<file path="config.mk">
export PLATFORM = sky130hd
export DESIGN_NAME = risc9_core
export DESIGN_NICKNAME = d
export VERILOG_FILES = /design/src/rtl/core_pkg.sv /design/src/rtl/ctrl_decode.sv /design/src/rtl/alu_unit.sv /design/src/rtl/regfile.sv /design/src/rtl/risc9_core.sv
export SDC_FILE = /design/constraint.sdc
export NUM_CORES = 2
export LEC_CHECK = 0
export BUFFER_PORTS_ARGS = -buffer_cell sky130_fd_sc_hd__buf_4
export CORE_AREA = 2 2 219 437
export DETAILED_ROUTE_END_ITERATION = 8
export DIE_AREA = 0 0 221 439
export HOLD_SLACK_MARGIN = 0.12
export PLACE_DENSITY_LB_ADDON = 0.25
export REMOVE_ABC_BUFFERS = 1
export SYNTH_ARGS = -nofsm -noshare
export SYNTH_HDL_FRONTEND = slang
export SYNTH_SLANG_ARGS = --single-unit
</file>
<file path="constraint.sdc">
create_clock -name clk -period 10.05 [get_ports clk]
set_input_delay 1.005 -clock clk [delete_from_list [all_inputs] [get_ports clk]]
set_output_delay 1.005 -clock clk [all_outputs]
set_load 0.05 [all_outputs]
</file>
<file path="src/rtl/core_pkg.sv">
package core_pkg;

  localparam logic [5:0] OPC_RTYPE = 6'h00;
  localparam logic [5:0] OPC_JMP   = 6'h02;
  localparam logic [5:0] OPC_BEQ   = 6'h04;
  localparam logic [5:0] OPC_LOAD  = 6'h23;
  localparam logic [5:0] OPC_STORE = 6'h2B;

  localparam logic [5:0] FN_ADD = 6'h20;
  localparam logic [5:0] FN_SUB = 6'h22;
  localparam logic [5:0] FN_AND = 6'h24;
  localparam logic [5:0] FN_OR  = 6'h25;
  localparam logic [5:0] FN_SLT = 6'h2A;

  typedef enum logic [3:0] {
    ALU_AND = 4'b0000,
    ALU_OR  = 4'b0001,
    ALU_ADD = 4'b0010,
    ALU_SUB = 4'b0110,
    ALU_SLT = 4'b0111
  } alu_op_e;

  typedef enum logic [1:0] {
    AOP_ADD   = 2'b00,
    AOP_SUB   = 2'b01,
    AOP_FUNCT = 2'b10
  } alu_class_e;

  typedef struct packed {
    logic       dst_rd;
    logic       jump;
    logic       branch;
    logic       mem_rd;
    logic       wb_from_mem;
    logic       mem_wr;
    logic       src_imm;
    logic       reg_wr;
    alu_class_e aop;
  } ctrl_t;

  function automatic logic [31:0] sext16(input logic [15:0] v);
    return {{16{v[15]}}, v};
  endfunction

  function automatic logic [31:0] branch_target(input logic [31:0] pc4,
                                                input logic [15:0] off);
    return pc4 + (sext16(off) << 2);
  endfunction

  function automatic logic [31:0] jump_target(input logic [31:0] pc4,
                                              input logic [25:0] field);
    return {pc4[31:28], field, 2'b00};
  endfunction

endpackage

</file>
<file path="src/rtl/ctrl_decode.sv">
module ctrl_decode
  import core_pkg::*;
(
  input  logic [5:0] opcode,
  input  logic [5:0] funct,
  output ctrl_t      ctrl,
  output alu_op_e    alu_op
);

  // level 1: opcode to datapath selects
  always_comb begin
    ctrl = '0;
    ctrl.aop = AOP_ADD;
    unique case (opcode)
      OPC_RTYPE: begin
        ctrl.dst_rd = 1'b1;
        ctrl.reg_wr = 1'b1;
        ctrl.aop    = AOP_FUNCT;
      end
      OPC_LOAD: begin
        ctrl.src_imm     = 1'b1;
        ctrl.mem_rd      = 1'b1;
        ctrl.wb_from_mem = 1'b1;
        ctrl.reg_wr      = 1'b1;
      end
      OPC_STORE: begin
        ctrl.src_imm = 1'b1;
        ctrl.mem_wr  = 1'b1;
      end
      OPC_BEQ: begin
        ctrl.branch = 1'b1;
        ctrl.aop    = AOP_SUB;
      end
      OPC_JMP: ctrl.jump = 1'b1;
      default: ;
    endcase
  end

  // level 2: class plus funct to ALU operation
  always_comb begin
    alu_op = ALU_ADD;
    case (ctrl.aop)
      AOP_SUB:   alu_op = ALU_SUB;
      AOP_FUNCT: begin
        case (funct)
          FN_SUB:  alu_op = ALU_SUB;
          FN_AND:  alu_op = ALU_AND;
          FN_OR:   alu_op = ALU_OR;
          FN_SLT:  alu_op = ALU_SLT;
          default: alu_op = ALU_ADD;
        endcase
      end
      default:   alu_op = ALU_ADD;
    endcase
  end

endmodule

</file>
<file path="src/rtl/alu_unit.sv">
module alu_unit
  import core_pkg::*;
#(
  parameter int W = 32
) (
  input  logic [W-1:0] a,
  input  logic [W-1:0] b,
  input  alu_op_e      op,
  output logic [W-1:0] y,
  output logic         zero
);

  logic [W-1:0] diff;
  logic         lt_signed;

  assign diff      = a - b;
  assign lt_signed = (a[W-1] != b[W-1]) ? a[W-1] : diff[W-1];

  always_comb begin
    case (op)
      ALU_AND: y = a & b;
      ALU_OR:  y = a | b;
      ALU_SUB: y = diff;
      ALU_SLT: y = {{(W-1){1'b0}}, lt_signed};
      default: y = a + b;
    endcase
  end

  assign zero = (y == '0);


  always_comb begin
    if (op == ALU_SLT) begin
      slt_bool_chk: assert (y[W-1:1] == '0 &&
                            y[0] == ($signed(a) < $signed(b)))
        else $error("slt result not a signed boolean");
    end
  end

endmodule

</file>
<file path="src/rtl/regfile.sv">
module regfile #(
  parameter int NREG = 32,
  parameter int W    = 32,
  localparam int AW  = $clog2(NREG)
) (
  input  logic          clk,
  input  logic          rst,
  input  logic          we,
  input  logic [AW-1:0] waddr,
  input  logic [W-1:0]  wdata,
  input  logic [AW-1:0] raddr_a,
  input  logic [AW-1:0] raddr_b,
  output logic [W-1:0]  rdata_a,
  output logic [W-1:0]  rdata_b
);

  logic [W-1:0] regs [NREG];

  always_ff @(posedge clk) begin
    for (int i = 0; i < NREG; i++) begin
      if (rst)
        regs[i] <= '0;
      else if (we && waddr == AW'(i) && i != 0)
        regs[i] <= wdata;
    end
  end

  assign rdata_a = (raddr_a == '0) ? '0 : regs[raddr_a];
  assign rdata_b = (raddr_b == '0) ? '0 : regs[raddr_b];


  zero_reg_chk: assert property (@(posedge clk) disable iff (rst)
    (raddr_a == '0) |-> (rdata_a == '0))
    else $error("register 0 read non-zero");

endmodule

</file>
<file path="src/rtl/risc9_core.sv">
module risc9_core
  import core_pkg::*;
#(
  parameter int          NREG     = 32,
  parameter logic [31:0] RESET_PC = 32'h0
) (
  input  logic        clk,
  input  logic        rst,
  output logic [31:0] imem_addr,
  input  logic [31:0] imem_rdata,
  output logic [31:0] dmem_addr,
  output logic [31:0] dmem_wdata,
  output logic        dmem_we,
  output logic        dmem_re,
  input  logic [31:0] dmem_rdata
);

  localparam int AW = $clog2(NREG);

  logic [31:0] pc_q, pc_plus4, next_pc;
  logic [5:0]  f_op, f_fn;
  logic [4:0]  f_rs, f_rt, f_rd;
  logic [15:0] f_imm;
  logic [25:0] f_tgt;
  ctrl_t       ctrl;
  alu_op_e     alu_op;
  logic [31:0] rs_val, rt_val, alu_b, alu_y, wb_data;
  logic [4:0]  wb_addr;
  logic        alu_zero;
  logic        br_taken, take_seq;

  assign f_op  = imem_rdata[31:26];
  assign f_rs  = imem_rdata[25:21];
  assign f_rt  = imem_rdata[20:16];
  assign f_rd  = imem_rdata[15:11];
  assign f_fn  = imem_rdata[5:0];
  assign f_imm = imem_rdata[15:0];
  assign f_tgt = imem_rdata[25:0];

  ctrl_decode u_dec (
    .opcode (f_op),
    .funct  (f_fn),
    .ctrl   (ctrl),
    .alu_op (alu_op)
  );

  assign wb_addr = ctrl.dst_rd ? f_rd : f_rt;
  assign wb_data = ctrl.wb_from_mem ? dmem_rdata : alu_y;

  regfile #(.NREG(NREG), .W(32)) u_rf (
    .clk     (clk),
    .rst     (rst),
    .we      (ctrl.reg_wr),
    .waddr   (AW'(wb_addr)),
    .wdata   (wb_data),
    .raddr_a (AW'(f_rs)),
    .raddr_b (AW'(f_rt)),
    .rdata_a (rs_val),
    .rdata_b (rt_val)
  );

  assign alu_b = ctrl.src_imm ? sext16(f_imm) : rt_val;

  alu_unit #(.W(32)) u_alu (
    .a    (rs_val),
    .b    (alu_b),
    .op   (alu_op),
    .y    (alu_y),
    .zero (alu_zero)
  );

  assign pc_plus4 = pc_q + 32'd4;
  assign br_taken = ctrl.branch & alu_zero;
  assign take_seq = ~br_taken & ~ctrl.jump;

  always_comb begin
    next_pc = pc_plus4;
    if (ctrl.jump)
      next_pc = jump_target(pc_plus4, f_tgt);
    else if (br_taken)
      next_pc = branch_target(pc_plus4, f_imm);
  end

  always_ff @(posedge clk) begin
    if (rst) pc_q <= RESET_PC;
    else     pc_q <= next_pc;
  end

  assign imem_addr  = pc_q;
  assign dmem_addr  = alu_y;
  assign dmem_wdata = rt_val;
  assign dmem_we    = ctrl.mem_wr;
  assign dmem_re    = ctrl.mem_rd;


  seq_step_chk: assert property (@(posedge clk) disable iff (rst)
    take_seq |=> (pc_q == $past(pc_plus4)))
    else $error("sequential step not PC+4");


  br_equal_chk: assert property (@(posedge clk) disable iff (rst)
    br_taken |-> (ctrl.branch && rs_val == rt_val))
    else $error("branch taken with unequal operands");


  jump_region_chk: assert property (@(posedge clk) disable iff (rst)
    ctrl.jump |=> (pc_q[31:28] == $past(pc_plus4[31:28]) && pc_q[1:0] == 2'b00))
    else $error("jump left its region or is unaligned");


  strobe_excl_chk: assert property (@(posedge clk) disable iff (rst)
    !(dmem_we && dmem_re))
    else $error("read and write strobes together");


  store_only_chk: assert property (@(posedge clk) disable iff (rst)
    dmem_we |-> (imem_rdata[31:26] == OPC_STORE))
    else $error("write strobe on non-store");

endmodule

</file>
=== Word level (Yosys, flattened, before mapping) ===
Memory sizes are Yosys's and may differ from the RTL's.
Cells that the tools add are included.

* Memories: 1
* Register bits after elaboration: 32
* Bits in writable memories: 1024
* Logic and storage cells: 270
* Bits of input ports: 66
* Output and inout bits: 98

{| class="wikitable"
|+ Memory list
! name !! words !! width !! rd ports !! clocked after memory_dff !! write ports !! line !! text
|-
| u_rf.regs || 32 || 32 || 2 || 0 || 32 || regfile.sv:17 || <nowiki>logic [W-1:0] regs [NREG];</nowiki>
|}

* Reduce and logical (&&, ||, !) cells: 39
* Bitwise gates (word level): 34
* $add $sub $neg: 4
* Multiplexer cells: 145
* Equality and inequality tests: 45

{| class="wikitable"
|+ Operator list
! operator !! number
|-
| 32-bit 2-to-1 mux || 37
|-
| 32-bit case mux with 4 select lines || 1
|-
| 1-bit 2-to-1 mux || 102
|-
| 5-bit equality test, second input constant || 16
|-
| 32-bit adder || 2
|-
| 5-bit by 4-bit equality test with 1-bit output, second input constant || 8
|-
| 6-bit equality test, second input constant || 6
|-
| 32-bit by 3-bit adder with 32-bit output, second input constant || 1
|-
| 32-bit bitwise AND || 1
|-
| 32-bit logical NOT || 1
|-
| 32-bit bitwise OR || 1
|-
| 32-bit subtractor || 1
|-
| 1-bit logical AND || 31
|-
| 1-bit bitwise OR || 31
|-
| 5-bit by 3-bit equality test with 1-bit output, second input constant || 4
|-
| 3-bit case mux with 4 select lines || 1
|-
| 5-bit by 2-bit equality test with 1-bit output, second input constant || 2
|-
| 5-bit logical NOT || 2
|-
| 4-bit by 3-bit equality test with 1-bit output, second input constant || 2
|-
| 4-bit case mux with 2 select lines || 1
|-
| 6-bit by 2-bit equality test with 1-bit output, second input constant || 1
|-
| 6-bit by 3-bit equality test with 1-bit output, second input constant || 1
|-
| 6-bit logical NOT || 1
|-
| 2-bit OR reduction || 3
|-
| other kinds (10) || 10
|}

=== Logic depth before layout (Yosys ltp) ===
* Word-level depth: 11
* Gate-level depth with buffers: 33
* Gate-level depth less buffers: 28

=== Cells and area by module ===
A second synthesis with hierarchy kept.

* Cell total of the unflattened synthesis: 5260
* Area, all modules: 64040.2 µm²

{| class="wikitable"
|+ By module, submodules not included
! module !! cells an instance !! times used !! area each (µm²) !! sequential area each (µm²)
|-
| regfile || 3823 || 1 || 54020.6 || 29788.6
|-
| alu_unit || 834 || 1 || 5487.8 || 0.0
|-
| risc9_core || 570 || 1 || 4285.4 || 600.6
|-
| ctrl_decode || 33 || 1 || 246.5 || 0.0
|}

=== Worst setup path after synthesis ===
OpenSTA, ideal clock, no wires.

* Kind: input to register
* Start: input imem_rdata[16]
* End: register pc_q[31], in the netlist imem_addr[31]
* Setup slack: 1163 ps
* Stages on the path: 28
* Required time: 9927 ps
* Arrival time: 8763 ps
* Cell sequence: clkbuf_1 clkbuf_1 buf_1 buf_1 mux4_2 mux4_2 mux2i_1 o21a_1 ha_1 buf_2 or4_1 nor3_2 nand4_1 o32a_1 nand2_1 nand3_1 nand3b_1 a21oi_1 o21bai_1 fa_1 a222oi_1 o21ai_0 nor3_1 and4_1 nand4_1 clkbuf_1 a21oi_1 mux2_1

* Elaborated cells between the ends (all ways): 15
* Those cells by class: add/sub (2); eq/ne (1); mux (6); bitwise (3); reduce/logical (2); memory (1)

{| class="wikitable"
|+ RTL lines
! what !! line !! text
|-
| from (decl) || risc9_core.sv:10 || <nowiki>input logic [31:0] imem_rdata,</nowiki>
|-
| memory 32 x 32 bit or 5-bit logical NOT (tied branches) || - ||
|-
| 32-bit 2-to-1 mux * || regfile.sv:29 || <nowiki>assign rdata_b = (raddr_b == '0) ? '0 : regs[raddr_b];</nowiki>
|-
| 32-bit 2-to-1 mux * || risc9_core.sv:62 || <nowiki>assign alu_b = ctrl.src_imm ? sext16(f_imm) : rt_val;</nowiki>
|-
| 32-bit adder, or another cell as far along || alu_unit.sv:25 || <nowiki>default: y = a + b;</nowiki>
|-
| 32-bit case mux with 4 select lines * || alu_unit.sv:20 || <nowiki>case (op)</nowiki>
|-
| named net dmem_addr[31] || risc9_core.sv:11 || <nowiki>output logic [31:0] dmem_addr,</nowiki>
|-
| 32-bit logical NOT * || alu_unit.sv:29 || <nowiki>assign zero = (y == '0);</nowiki>
|-
| 1-bit bitwise AND * || risc9_core.sv:73 || <nowiki>assign br_taken = ctrl.branch & alu_zero;</nowiki>
|-
| 32-bit 2-to-1 mux * || risc9_core.sv:80 || <nowiki>else if (br_taken)</nowiki>
|-
| 32-bit 2-to-1 mux * || risc9_core.sv:78 || <nowiki>if (ctrl.jump)</nowiki>
|-
| to (signal assigned) || risc9_core.sv:86 || <nowiki>else pc_q <= next_pc;</nowiki>
|-
| to (decl) || risc9_core.sv:20 || <nowiki>logic [31:0] pc_q, pc_plus4, next_pc;</nowiki>
|}

The timed path passes the listed nets; every way through them passes the cells marked *.
A chain may end at the register's enable or synchronous reset.

=== Final worst setup path ===
* Start: input imem_rdata[16]
* End: register pc_q[17], in the netlist imem_addr[17]

* Longest elaborated chain between the ends: 10
* Elaborated cells between the ends (all ways): 15
* Those cells by class: add/sub (2); eq/ne (1); mux (6); bitwise (3); reduce/logical (2); memory (1)

{| class="wikitable"
|+ RTL lines
! what !! line !! text
|-
| memory 32 x 32 bit or 5-bit logical NOT (tied branches) || - ||
|-
| 32-bit 2-to-1 mux * || regfile.sv:29 ||
|-
| 32-bit 2-to-1 mux * || risc9_core.sv:62 ||
|-
| 32-bit subtractor or 1-bit inequality test (tied branches) || alu_unit.sv:16, alu_unit.sv:17 ||
|-
| 1-bit 2-to-1 mux || alu_unit.sv:17 || <nowiki>assign lt_signed = (a[W-1] != b[W-1]) ? a[W-1] : diff[W-1];</nowiki>
|-
| 32-bit case mux with 4 select lines * || alu_unit.sv:20 ||
|-
| 32-bit logical NOT * || alu_unit.sv:29 ||
|-
| 1-bit bitwise AND * || risc9_core.sv:73 ||
|-
| 32-bit 2-to-1 mux * || risc9_core.sv:80 ||
|-
| 32-bit 2-to-1 mux * || risc9_core.sv:78 ||
|}

Mark *: on every way between the ends. The rest lies on a longest branch, timed or not.

==> flow_metrics.tcl <==
set metrics [dict create \
    cp-start-kind "input pin" \
    drc_errors 0 \
    cts_resized 0 \
    required_ns 10.69 \
    fin_skew_ns 0.0396 \
    multi_input_area_mm2 0.0276 \
    io_pins 164 \
    root_buffer "clkbuf_16" \
    critPathKind "input pin to flip-flop" \
    crit_arrival_ns 9.66 \
    areaGrowthSynthToFinish_pct 10.4 \
    crit_path_frequent_cell "buf_12" \
    cts_max_path_buffers 3 \
    fmax_mhz 111 \
    grt_max_degree 59 \
    die_y_um 439 \
    hold_class "input pin to flip-flop" \
    dr.pass1.iters 6 \
    coreArea_mm2 0.0937 \
    seqCellArea_mm2 0.0304 \
    via_per_inst 7.88 \
    fin_tns_setup_ns 0 \
    regToRegSetupSlack_ns 1.65 \
    tritoncts "done" \
    max_slew.worst_pin.slew_ns 1.30 \
    ff2ff_path_depth 27 \
    p_leak_nw 24.8 \
    ys_ff_latch 1022 \
    p_total_mw 11.7 \
    vdd.ir_drop.worst_v 0.000172 \
    min_period_over_period_pct 89.7 \
    grt_pass1_wl_um 322000 \
    synthCells 4553 \
    h-tree-depth 3 \
    synth_compound_area_share_pct 6.56 \
    critPathCaptureType "flip-flop" \
    synth_area_mm2 0.0597 \
    outcome "finished clean" \
    drive_above_1_share_pct 27.8 \
    nNetsFinal 4780 \
    cts_made_buffers 87 \
    setup_viol 0 \
    filler_cell_count 6178 \
    crit_start "imem_rdata[16]" \
    ys.flop_type "edfxtp_1" \
    worstReg2RegEnd "imem_addr[17]" \
    drv_cap 0 \
    drtIter0Drc 7682 \
    io_buffers 161 \
    timing.rr.start "u_rf.regs[23][17]" \
    ys_types 94 \
    vias 46200 \
    insertion_delay_ns 0.72 \
    finalWeightedCongestion 1.02 \
    synthAdderAreaFrac_pct 2.80 \
    antenna_found_initial 6 \
    num_rows 159 \
    synth_top_family_by_area "multiplexers" \
    postRouteAntennaNets 0 \
    fp.dieW_um 221 \
    final_common_cell "nor2_1" \
    min_to "imem_addr[9]" \
    async_flop_share_pct 0 \
    drt_wl_total_um 229000 \
    grt_pass1_vias 46600 \
    synth.yosys.seq_area_share_pct 50.9 \
    die_area_mm2 0.0970 \
    placed_cell_area_mm2 0.0630 \
    final_cell_mix "nor2_1 (1,094), edfxtp_1 (992), mux4_2 (576), buf_4 (345), inv_1 (128)" \
    place_ws_ns 0.552 \
    path_max_fanout 43 \
    clock-sinks 1022 \
    post-route-cell-area_mm2 0.0659 \
    wl_per_cell_um 39.0 \
    power_density_mw_per_mm2 177 \
    cp_slowest_stage_delay_ns 0.60 \
    slew-limit-headroom_pct 12.7 \
    place_hpwl_um 147000 \
    grt_use_total_pct 47.4 \
    synth-xor-area-share_pct 0.880 \
    maxSlewViolCount 0 \
    post_cts_buffers 0 \
    timing.final.ws_setup_ns 1.03 \
    syn_avg_cell_area_um2 13.1 \
    cts_hold_buf 0 \
    slowest_stage "o32a_1" \
    rsz0062_at_grt "false" \
    synthSimpleGateAreaFrac_pct 10.3 \
    hold_depth 3 \
    yosys_warnings 0 \
    min_from "imem_rdata[7]" \
    overflow 0 \
    synthMuxAreaShare_pct 24.9 \
    period_needed_ns 9.02 \
    start_util_pct 63.7 \
    clkTransAtPathRegs_ns 0.08 \
    hold_viol 0 \
    synth_edf_count 992 \
]
logic make-up after synthesis:
family | after synthesis
flip-flops | 1022
AND/OR/NAND/NOR | 1479
adder cells (fa/ha/maj) | 131
AO/OA/AOI/OAI | 548
XOR/XNOR | 60
other | 1
multiplexers | 752
buffers and inverters | 560
power by group:
group | total, mW | leakage, nW | internal, mW | switching [mW]
clock network | 3.56 | 1.41 | 1.91 | 1.65
registers | 4.89 | 10.5 | 4.80 | 0.0860
logic | 3.23 | 12.9 | 0.987 | 2.25
how the worst max path moves through the flow:
stage / end / slack [ns] / depth (start not counted)
after global routing: imem_addr[5] / 0.55 / 30
final: imem_addr[17] / 1.03 / 30
after global placement: imem_addr[3] / 0.66 / 30
after detailed placement: imem_addr[5] / 0.55 / 31
after floorplan: u_rf.regs[1][31] / 1.63 / 19
after CTS: imem_addr[17] / 1.30 / 31
metal layers:
layer | GRT usage (%) | up-vias | wire length [µm]
met4 | 43.9 | 8 | 27400
li1 | - | 17400 | -
met3 | 16.7 | 1613 | 35100
met2 | 74.2 | 4860 | 106000
met5 | 0.347 | - | 61
met1 | 49.9 | 22300 | 60300
flip-flops by register name, indices dropped and copies added (netlist names):
register and flops:
imem_addr 30, u_rf.regs 992
synth_stat cells, types with 17 or more instances:
cell type,n,area [µm²]
edfxtp_1,992,29800
a21oi_1,110,551
mux4_2,576,13000
xnor2_1,50,438
o21ai_0,69,345
buf_1,68,255
nor2b_1,35,219
nand3_1,46,230
clkbuf_1,334,1250
nor3_1,41,205
nand2b_1,18,113
mux2i_1,94,941
inv_1,128,480
a21o_1,35,263
a22o_1,66,578
o21a_1,29,218
mux2_2,81,912
nand4_1,17,106
nor2_1,1094,4110
ha_1,127,1590
o21bai_1,41,308
nand2_1,132,495
a211oi_1,41,308
dfxtp_1,30,601
cell type report:
class | count | area share, %
Clock inverter | 56 | 0.904
Sequential cell | 1022 | 46.1
Multi-Input combinational cell | 2972 | 41.9
Clock buffer | 100 | 3.47
Antenna cell | 3 | 0.0114
Tap cell | 1207 | 2.29
Timing Repair Buffer | 367 | 4.54
Inverter | 133 | 0.757
worst max-delay path, delay by kind of cell:
family | cells | cell delay [ns]
and+or+nand+nor | 12 | 2.83
adders and majority gates | 2 | 0.80
AOI/OAI and AO/OA | 8 | 2.12
buffers and inverters | 5 | 1.25
muxes | 3 | 1.42
through the flow:
stage	hold slack [ns]	util, %	cells
floorplan	0.874	-	4127
global placement	0.616	67.3	5701
detailed placement	0.638	67.3	5701
CTS	0.517	70.3	5857
global route	0.551	70.3	5857
finish	0.546	70.3	5860
(Power assumes the default switching activity.)
